--- src/rtl/lowpart_mac_pkg.sv ---
package lowpart_mac_pkg;

  // Strobes from the control path to the datapath.
  typedef struct packed {
    logic s1Load;    // capture operands into stage 1
    logic s2Load;    // capture product into stage 2
    logic s3Write;   // stage 3 updates the accumulator
    logic s3Acc;     // stage 3 adds onto the old value (else loads)
    logic s3Approx;  // stage 3 uses the low-part approximate adder
    logic flush;     // zero the accumulator
  } macStrobes_t;

endpackage

--- src/rtl/lowpart_adder.sv ---
module lowpart_adder #(
  parameter int W   = 16,
  parameter int LOW = 4
) (
  input  logic [W-1:0] addA,
  input  logic [W-1:0] addB,
  input  logic         approx,
  output logic [W-1:0] sum
);

  logic [W-1:0] exactSum;
  logic [W-1:0] approxSum;

  assign exactSum = addA + addB;

  generate
    if (LOW > 0) begin : g_lowpart
      logic [LOW-1:0] lowBits;
      logic [W-LOW-1:0] highBits;
      for (genvar i = 0; i < LOW; i++) begin : g_nand
        assign lowBits[i] = ~(addA[i] & addB[i]);
      end
      // upper field adds with no carry entering from the low part
      assign highBits  = addA[W-1:LOW] + addB[W-1:LOW];
      assign approxSum = {highBits, lowBits};
    end else begin : g_exact_only
      assign approxSum = exactSum;
    end
  endgenerate

  assign sum = approx ? approxSum : exactSum;

endmodule

--- src/rtl/lowpart_mac_ctrl.sv ---
module lowpart_mac_ctrl
  import lowpart_mac_pkg::*;
(
  input  logic        clk,
  input  logic        rstN,
  input  logic        inValid,
  input  logic        inOp,
  input  logic        approxMode,
  input  logic        clear,
  output macStrobes_t ctl,
  output logic        outValid
);

  logic v1, v2, v3;
  logic op1, op2;
  logic md1, md2;

  always_comb begin
    ctl.s1Load   = inValid & ~clear;
    ctl.s2Load   = v1 & ~clear;
    ctl.s3Write  = v2 & ~clear;
    ctl.s3Acc    = op2;
    ctl.s3Approx = md2;
    ctl.flush    = clear;
  end

  always_ff @(posedge clk or negedge rstN) begin
    if (!rstN) begin
      v1  <= 1'b0;
      v2  <= 1'b0;
      v3  <= 1'b0;
      op1 <= 1'b0;
      op2 <= 1'b0;
      md1 <= 1'b0;
      md2 <= 1'b0;
    end else begin
      v1 <= ctl.s1Load;
      v2 <= v1 & ~clear;
      v3 <= v2 & ~clear;
      if (ctl.s1Load) begin
        op1 <= inOp;
        md1 <= approxMode;
      end
      if (v1) begin
        op2 <= op1;
        md2 <= md1;
      end
    end
  end

  assign outValid = v3;

endmodule

--- src/rtl/lowpart_mac_dp.sv ---
module lowpart_mac_dp
  import lowpart_mac_pkg::*;
#(
  parameter int OPW     = 8,
  parameter int ACCW    = 16,
  parameter int LOWBITS = 4
) (
  input  logic            clk,
  input  logic            rstN,
  input  macStrobes_t     ctl,
  input  logic [OPW-1:0]  opA,
  input  logic [OPW-1:0]  opB,
  output logic [ACCW-1:0] accOut
);

  localparam int PRODW = 2 * OPW;

  logic [OPW-1:0]   opAR, opBR;
  logic [PRODW-1:0] prodR;
  logic [ACCW-1:0]  accR;
  logic [ACCW-1:0]  prodExt;
  logic [ACCW-1:0]  sumW;

  assign prodExt = ACCW'(prodR);

  lowpart_adder #(.W(ACCW), .LOW(LOWBITS)) addI (
    .addA  (accR),
    .addB  (prodExt),
    .approx(ctl.s3Approx),
    .sum   (sumW)
  );

  always_ff @(posedge clk or negedge rstN) begin
    if (!rstN) begin
      opAR  <= '0;
      opBR  <= '0;
      prodR <= '0;
      accR  <= '0;
    end else begin
      if (ctl.s1Load) begin
        opAR <= opA;
        opBR <= opB;
      end
      if (ctl.s2Load) begin
        prodR <= PRODW'(opAR) * PRODW'(opBR);
      end
      if (ctl.flush) begin
        accR <= '0;
      end else if (ctl.s3Write) begin
        accR <= ctl.s3Acc ? sumW : prodExt;
      end
    end
  end

  assign accOut = accR;

endmodule

--- src/rtl/lowpart_mac.sv ---
module lowpart_mac
  import lowpart_mac_pkg::*;
#(
  parameter int OPW     = 8,
  parameter int ACCW    = 16,
  parameter int LOWBITS = 4
) (
  input  logic            clk,
  input  logic            rstN,
  input  logic            inValid,
  input  logic            inOp,
  input  logic            approxMode,
  input  logic            clear,
  input  logic [OPW-1:0]  opA,
  input  logic [OPW-1:0]  opB,
  output logic [ACCW-1:0] accOut,
  output logic            outValid
);

  macStrobes_t ctl;

  lowpart_mac_ctrl ctrlI (
    .clk       (clk),
    .rstN      (rstN),
    .inValid   (inValid),
    .inOp      (inOp),
    .approxMode(approxMode),
    .clear     (clear),
    .ctl       (ctl),
    .outValid  (outValid)
  );

  lowpart_mac_dp #(.OPW(OPW), .ACCW(ACCW), .LOWBITS(LOWBITS)) dpI (
    .clk   (clk),
    .rstN  (rstN),
    .ctl   (ctl),
    .opA   (opA),
    .opB   (opB),
    .accOut(accOut)
  );

endmodule

--- config.mk ---
export PLATFORM = sky130hd
export DESIGN_NAME = lowpart_mac
export DESIGN_NICKNAME = d
export VERILOG_FILES = /design/src/rtl/lowpart_mac_pkg.sv /design/src/rtl/lowpart_adder.sv /design/src/rtl/lowpart_mac_ctrl.sv /design/src/rtl/lowpart_mac_dp.sv /design/src/rtl/lowpart_mac.sv
export SDC_FILE = /design/constraint.sdc
export NUM_CORES = 1
export LEC_CHECK = 0
export BUFFER_PORTS_ARGS = -buffer_cell sky130_fd_sc_hd__clkbuf_2
export CORE_ASPECT_RATIO = 0.75
export CORE_MARGIN = 2
export CORE_UTILIZATION = 67
export CTS_CLUSTER_DIAMETER = 200
export CTS_CLUSTER_SIZE = 20
export DETAILED_ROUTE_END_ITERATION = 12
export GPL_TIMING_DRIVEN = 0
export HOLD_SLACK_MARGIN = 0.06
export PLACE_DENSITY = 0.88
export SLEW_MARGIN = 10
export SYNTH_ARGS = -nofsm -noshare
export SYNTH_HDL_FRONTEND = slang
export SYNTH_SLANG_ARGS = --single-unit
--- constraint.sdc ---
create_clock -name clk -period 8 [get_ports clk]
set_input_delay 1.6 -clock clk [delete_from_list [all_inputs] [get_ports clk]]
set_output_delay 1.6 -clock clk [all_outputs]
set_load 0.005 [all_outputs]
# Word-level counts from Yosys, hierarchy flattened
# Index checks and enable logic that the tools add are counted.
[totals]
regBits = 55
word_cells = 31
[classes]
add_sub_neg = 2
multipliers = 1
n_mux = 4
n_bitwise = 12
n_reduce_logical = 1
[ops]
columns = ["op", "n"]
rows = [
  ["two-way mux 16 bit", 4],
  ["adder 16 bit", 1],
  ["multiplier 8 x 8 -> 16 bit", 1],
  ["adder 12 bit", 1],
  ["AND 1 bit", 7],
  ["NOT 1 bit", 5],
  ["nonzero test 2 bit", 1],
]

# Logic depth before layout (Yosys ltp)
[depth]
ltp_word = 6
ltp_mapped = 16
ltp_nobuf = 16

# Modules after synthesis
# Synthesis repeated with hierarchy kept, for this count alone.
[hier_totals]
cells_unflattened = 539
hier_area_um2 = 5282.6
[modules_own_cells]
columns = ["module", "instances", "cells_per_inst", "area_each_um2", "seq_area_each_um2"]
rows = [
  ["lowpart_mac_dp", 1, 396, 4090.2, 1201.2],
  ["lowpart_adder", 1, 126, 910.9, 0.0],
  ["lowpart_mac_ctrl", 1, 17, 281.5, 175.2],
]

# Worst setup path before layout
# Ideal clock, no wire load.
[synth_path]
path_kind = "register to register"
start = "register dpI.opBR[7]"
end = "register dpI.prodR[15] (netlist: dpI.prodExt[15])"
setup_time_ns = 0.082
t_arrival_ns = 4.068
setup_slack_ns = 3.850
stages_incl_launch_ff = 14
path_buffers = 0
synth_period_minus_slack_ns = 4.150
cell_sequence = "dfrtp_1 > and2_1 > fa_1 > fa_1 > fa_1 > inv_1 > fa_1 > inv_1 > ha_1 > or3_1 > o221ai_2 > a21oi_1 > or3_1 > a31oi_1"
[synth_via]
elab_chain_len = 1
[synth_rtl]
columns = ["item", "line", "source"]
rows = [
  ["from (decl)", "lowpart_mac_dp.sv:18", "logic [OPW-1:0] opAR, opBR;"],
  ["from (signal assigned)", "lowpart_mac_dp.sv:42", "opBR <= opB;"],
  ["multiplier 8 x 8 -> 16 bit", "lowpart_mac_dp.sv:45", "prodR <= PRODW'(opAR) * PRODW'(opBR);"],
  ["to (signal assigned)", "lowpart_mac_dp.sv:45", ""],
  ["to (decl)", "lowpart_mac_dp.sv:19", "logic [PRODW-1:0] prodR;"],
]
# Every way passes these cells.
# A chain may end at the register's enable or synchronous reset.

# Final worst setup path
[layout_path]
start = "register dpI.opBR[7]"
end = "register dpI.prodR[12] (netlist: dpI.prodExt[12])"
# Same word-level chain as after synthesis.

==> summary.txt <==
Status
  – Status: complete, no violations

Die
  – Site Rows: 27
  – Die footprint: 0.008366 sq mm
  – Die Span Y: approximately 80 microns
  – Initial core utilization: 0.6954
  – IO Pins: 39
  – Core area: ~0.0074 sq mm
  – DIE WIDTH: about 100 microns

Yosys
  – Post-Syn Instances: 540
  – Top FF cell, synth: dfrtp_1
  – Mapped Area: 0.005121 sq mm
  – EDFF count, synth: 0
  – Asr flop ratio synth: 1.000
  – Syn nets: approximately 650
  – Synthesized flop and latch total: 55
  – Sequential element share of the synthesized area: 0.2688
  – Post-Syn Area per Cell: between 9 and 10 sq um
  – Netlist cell types: 58
  – Synth Warn #: 0

Critical path
  – RR Endpoint: dpI.prodExt[12]$_DFFE_PN0P_
  – Largest delay contributor family on the critical path: adder cells
  – Worst-case reg-to-reg path depth: 15
  – Critical Path AT: ~4.8 ns
  – CP most frequent cell: fa_1
  – Worst R2R Setup Slack: 3.46 ns
  – CP bufs+invs: 3
  – Max incr delay on CP: roughly 0.54 ns
  – Worst r2r src: dpI.opBR[7]$_DFFE_PN0P_
  – Critical path cell sequence: nand2_1, fa_1, fa_1, inv_1, fa_1, inv_1, fa_1, inv_1, ha_1, o21a_1, o21ai_0, nor2_1, a211oi_2, xor2_1, o21ai_1
  – Setup crit start kind: flop
  – Critical path endpoint category: flop
  – Crit Path Class: flop to flop
  – CP Data Required Time: 8.22 ns
  – Worst-path fanout max: 9
  – Slowest-stage cell, CP: fa_1

Clock network
  – Clock transition at the registers of the reported paths: about 0.11 ns
  – Clock sink count: 55
  – Setup bufs post-CTS: 0
  – Worst skew pair latency: ~0.33 ns
  – H-Tree Depth: 2
  – CTS Buffer Depth: 2
  – CTS Hold Buffers Added: 0
  – Cts repair resizes: 0
  – CTS root buffer: clkbuf_8
  – CTS tree: done
  – CTS buffer count: 5

STA
  – Setup Viol. Count Final: 0
  – Period Utilization, post-route: 0.5680
  – Fmax: about 0.22 GHz
  – Worst-Margin Slew: slightly above 0.8 ns
  – RSZ-0062 raised after global routing: no
  – Worst Skew: between 0.01 and 0.015 ns
  – Final min period: around 4.5 ns
  – Setup TNS: 0 ns
  – Max_slew headroom: 0.4633
  – Final Hold Viols: 0
  – Worst Hold Slack: between 0.4 and 0.5 ns
  – Max Slew Vio Count: 0

Global route
  – First-pass GRT wire length: 19,790 microns
  – Vias in the first global route: roughly 4,200
  – Largest net degree at the start of global routing: 56
  – Initial antenna violation count: 0
  – Gr usage total: 0.2996
  – GRT Residual Overflow: 0

Layout
  – Layout area overhead: 8.234%
  – Fraction of layout cells with a size suffix above 1: 0.1468
  – Register area: ~0.0014 sq mm
  – Layout Cells excl Fill: a little under 700
  – Nets: between 600 and 700
  – Ant diodes: 0
  – Core Util, Final: 0.7526
  – Fillers: around 540
  – Multi-input gate area: 0.003446 sq mm

Hold path
  – Hold Crit Class: flop to flop
  – Worst Hold Depth: 2
  – Worst hold start: ctrlI.md1$_DFFE_PN0P_
  – Hold EP: ctrlI.md2$_DFFE_PN0P_

Routing
  – Max layer used: met4
  – Vias per cell: between 5 and 6
  – DRC Markers: 0
  – Met2 WL: 5599 microns
  – Routed WL: approximately 12,000 microns
  – Metal3 WL: approximately 760 microns
  – DR pass1 iterations: 6
  – Routed length on met1: 5104 microns
  – Vias post-DR: 4,094
  – Starting DRT DRC Count: 254
  – Routed len/inst: 17.01 microns
  – Antenna Nets Post-Route: 0

Placement
  – Post-placement cell count: approximately 680
  – Count of buffers from port buffering: 38
  – RD Place Congestion: around 0.93
  – Hpwl dp: 9084 microns

Power
  – Power density cells: roughly 350 mW/mm^2
  – VDD IR max: between 0.2 and 0.25 mV
  – Lkg Pwr: between 2 and 3 nW

Run
  – Max Cap Violations: 0
synth_stat cells (all sizes together) (2+ instances only):
cell type / count / share of area
nor2b: 3 / 0.0037
xnor2: 8 / 0.014
o31ai: 3 / 0.0044
o21a: 6 / 0.0088
and3: 3 / 0.0039
inv: 63 / 0.046
buf: 4 / 0.0049
o21bai: 3 / 0.0044
o21ai: 32 / 0.032
nor2: 37 / 0.028
a41oi: 2 / 0.0049
nand2: 49 / 0.036
a21oi: 23 / 0.023
fa: 38 / 0.15
a31oi: 4 / 0.0078
or3: 3 / 0.0037
nor3: 3 / 0.0029
dfrtp: 55 / 0.27
nand2b: 3 / 0.0037
mux2i: 7 / 0.014
clkbuf: 10 / 0.0073
nand3: 3 / 0.0029
o211ai: 5 / 0.0083
xor2: 11 / 0.019
a21o: 10 / 0.015
ha: 51 / 0.12
and2: 51 / 0.062
a211oi: 13 / 0.021
a32oi: 2 / 0.0034
mux2: 21 / 0.046
worst min-delay path: stages, from the launching register on:
cell and delay, ns:
dfrtp_1 0.35, nand2_1 0.05, o21ai_0 0.07
layout by cell type, fill, tap and decap left out, drive strengths merged, types with 4 or more instances in the layout:
cell type / n
xnor2: 8
and2: 51
o211ai: 5
xor2: 11
nor2: 37
clkbuf: 54
a21oi: 23
a21o: 10
inv: 64
a211oi: 13
o21ai: 32
ha: 51
mux2: 21
o21a: 6
fa: 38
buf: 4
dfrtp: 55
a31oi: 4
mux2i: 7
nand2: 49
kinds of logic (layout without fill, tap and decap cells):
family	count (synthesis)	after routing	synth area share
XOR/XNOR	19	19	0.03249
AO/OA/AOI/OAI	113	113	0.1534
multiplexers	28	28	0.05986
buffers and inverters	77	123	0.05839
adder cells (fa/ha/maj)	89	89	0.2731
flip-flops	55	55	0.2688
AND/OR/NAND/NOR	159	159	0.1539
final cells by class:
type | instances | share of cell area
plain buffers | 14 | 0.01129
clock buffers | 6 | 0.01490
clock inverters | 2 | 0.003612
inverters | 63 | 0.04266
multi-input cells | 408 | 0.6217
flip-flops and latches | 55 | 0.2483
well taps | 101 | 0.02280
repair buffers | 38 | 0.03476
routing by layer:
metal / global-route usage / vias up
li1: - / 1901
met1: 0.4143 / 2029
met2: 0.4896 / 134
met3: 0.04980 / 30
met4: 0.09200 / 0
met5: 0 / -
report_power, final:
group | total (mW) | switching [mW] | internal, mW
Combinational | 1.33 | 0.757 | 0.578
Sequential | 0.409 | 0.0748 | 0.334
Clock | 0.179 | 0.105 | 0.0733
worst max-delay path by stage:
| stage | startpoint | to | slack [ns] | cells after the start |
|---|---|---|---|---|
| 2_1_floorplan | dpI.opBR[7]$_DFFE_PN0P_ | dpI.prodExt[15]$_DFFE_PN0P_ | 3.85 | 13 |
| 3_3_place_gp | dpI.opAR[2]$_DFFE_PN0P_ | dpI.prodExt[15]$_DFFE_PN0P_ | 3.60 | 13 |
| 3_5_place_dp | dpI.opBR[7]$_DFFE_PN0P_ | dpI.prodExt[14]$_DFFE_PN0P_ | 3.52 | 15 |
| 4_1_cts | dpI.opBR[7]$_DFFE_PN0P_ | dpI.prodExt[14]$_DFFE_PN0P_ | 3.47 | 15 |
| 5_1_grt | dpI.opBR[7]$_DFFE_PN0P_ | dpI.prodExt[14]$_DFFE_PN0P_ | 3.17 | 15 |
| 6_report | dpI.opBR[7]$_DFFE_PN0P_ | dpI.prodExt[12]$_DFFE_PN0P_ | 3.46 | 15 |
metrics by stage:
step,total power [mW],worst slack [ns],instance area (sq um)
6_report,1.922,3.456,5543
5_1_grt,2.138,3.174,5543
4_1_cts,1.922,3.471,5543
3_5_place_dp,1.726,3.516,5440
3_3_place_gp,1.647,3.600,5438
2_1_floorplan,1.442,3.850,5121
sequential cells by signal (all words and copies together), names as in the netlist:
signal / flops
dpI.opBR: 8
ctrlI.md1: 1
ctrlI.md2: 1
ctrlI.op1: 1
dpI.accOut: 16
ctrlI.op2: 1
dpI.opAR: 8
dpI.prodExt: 16
ctrlI.v1: 1
ctrlI.outValid: 1
ctrlI.v2: 1
No activity file was read; power rests on OpenSTA's default activity.
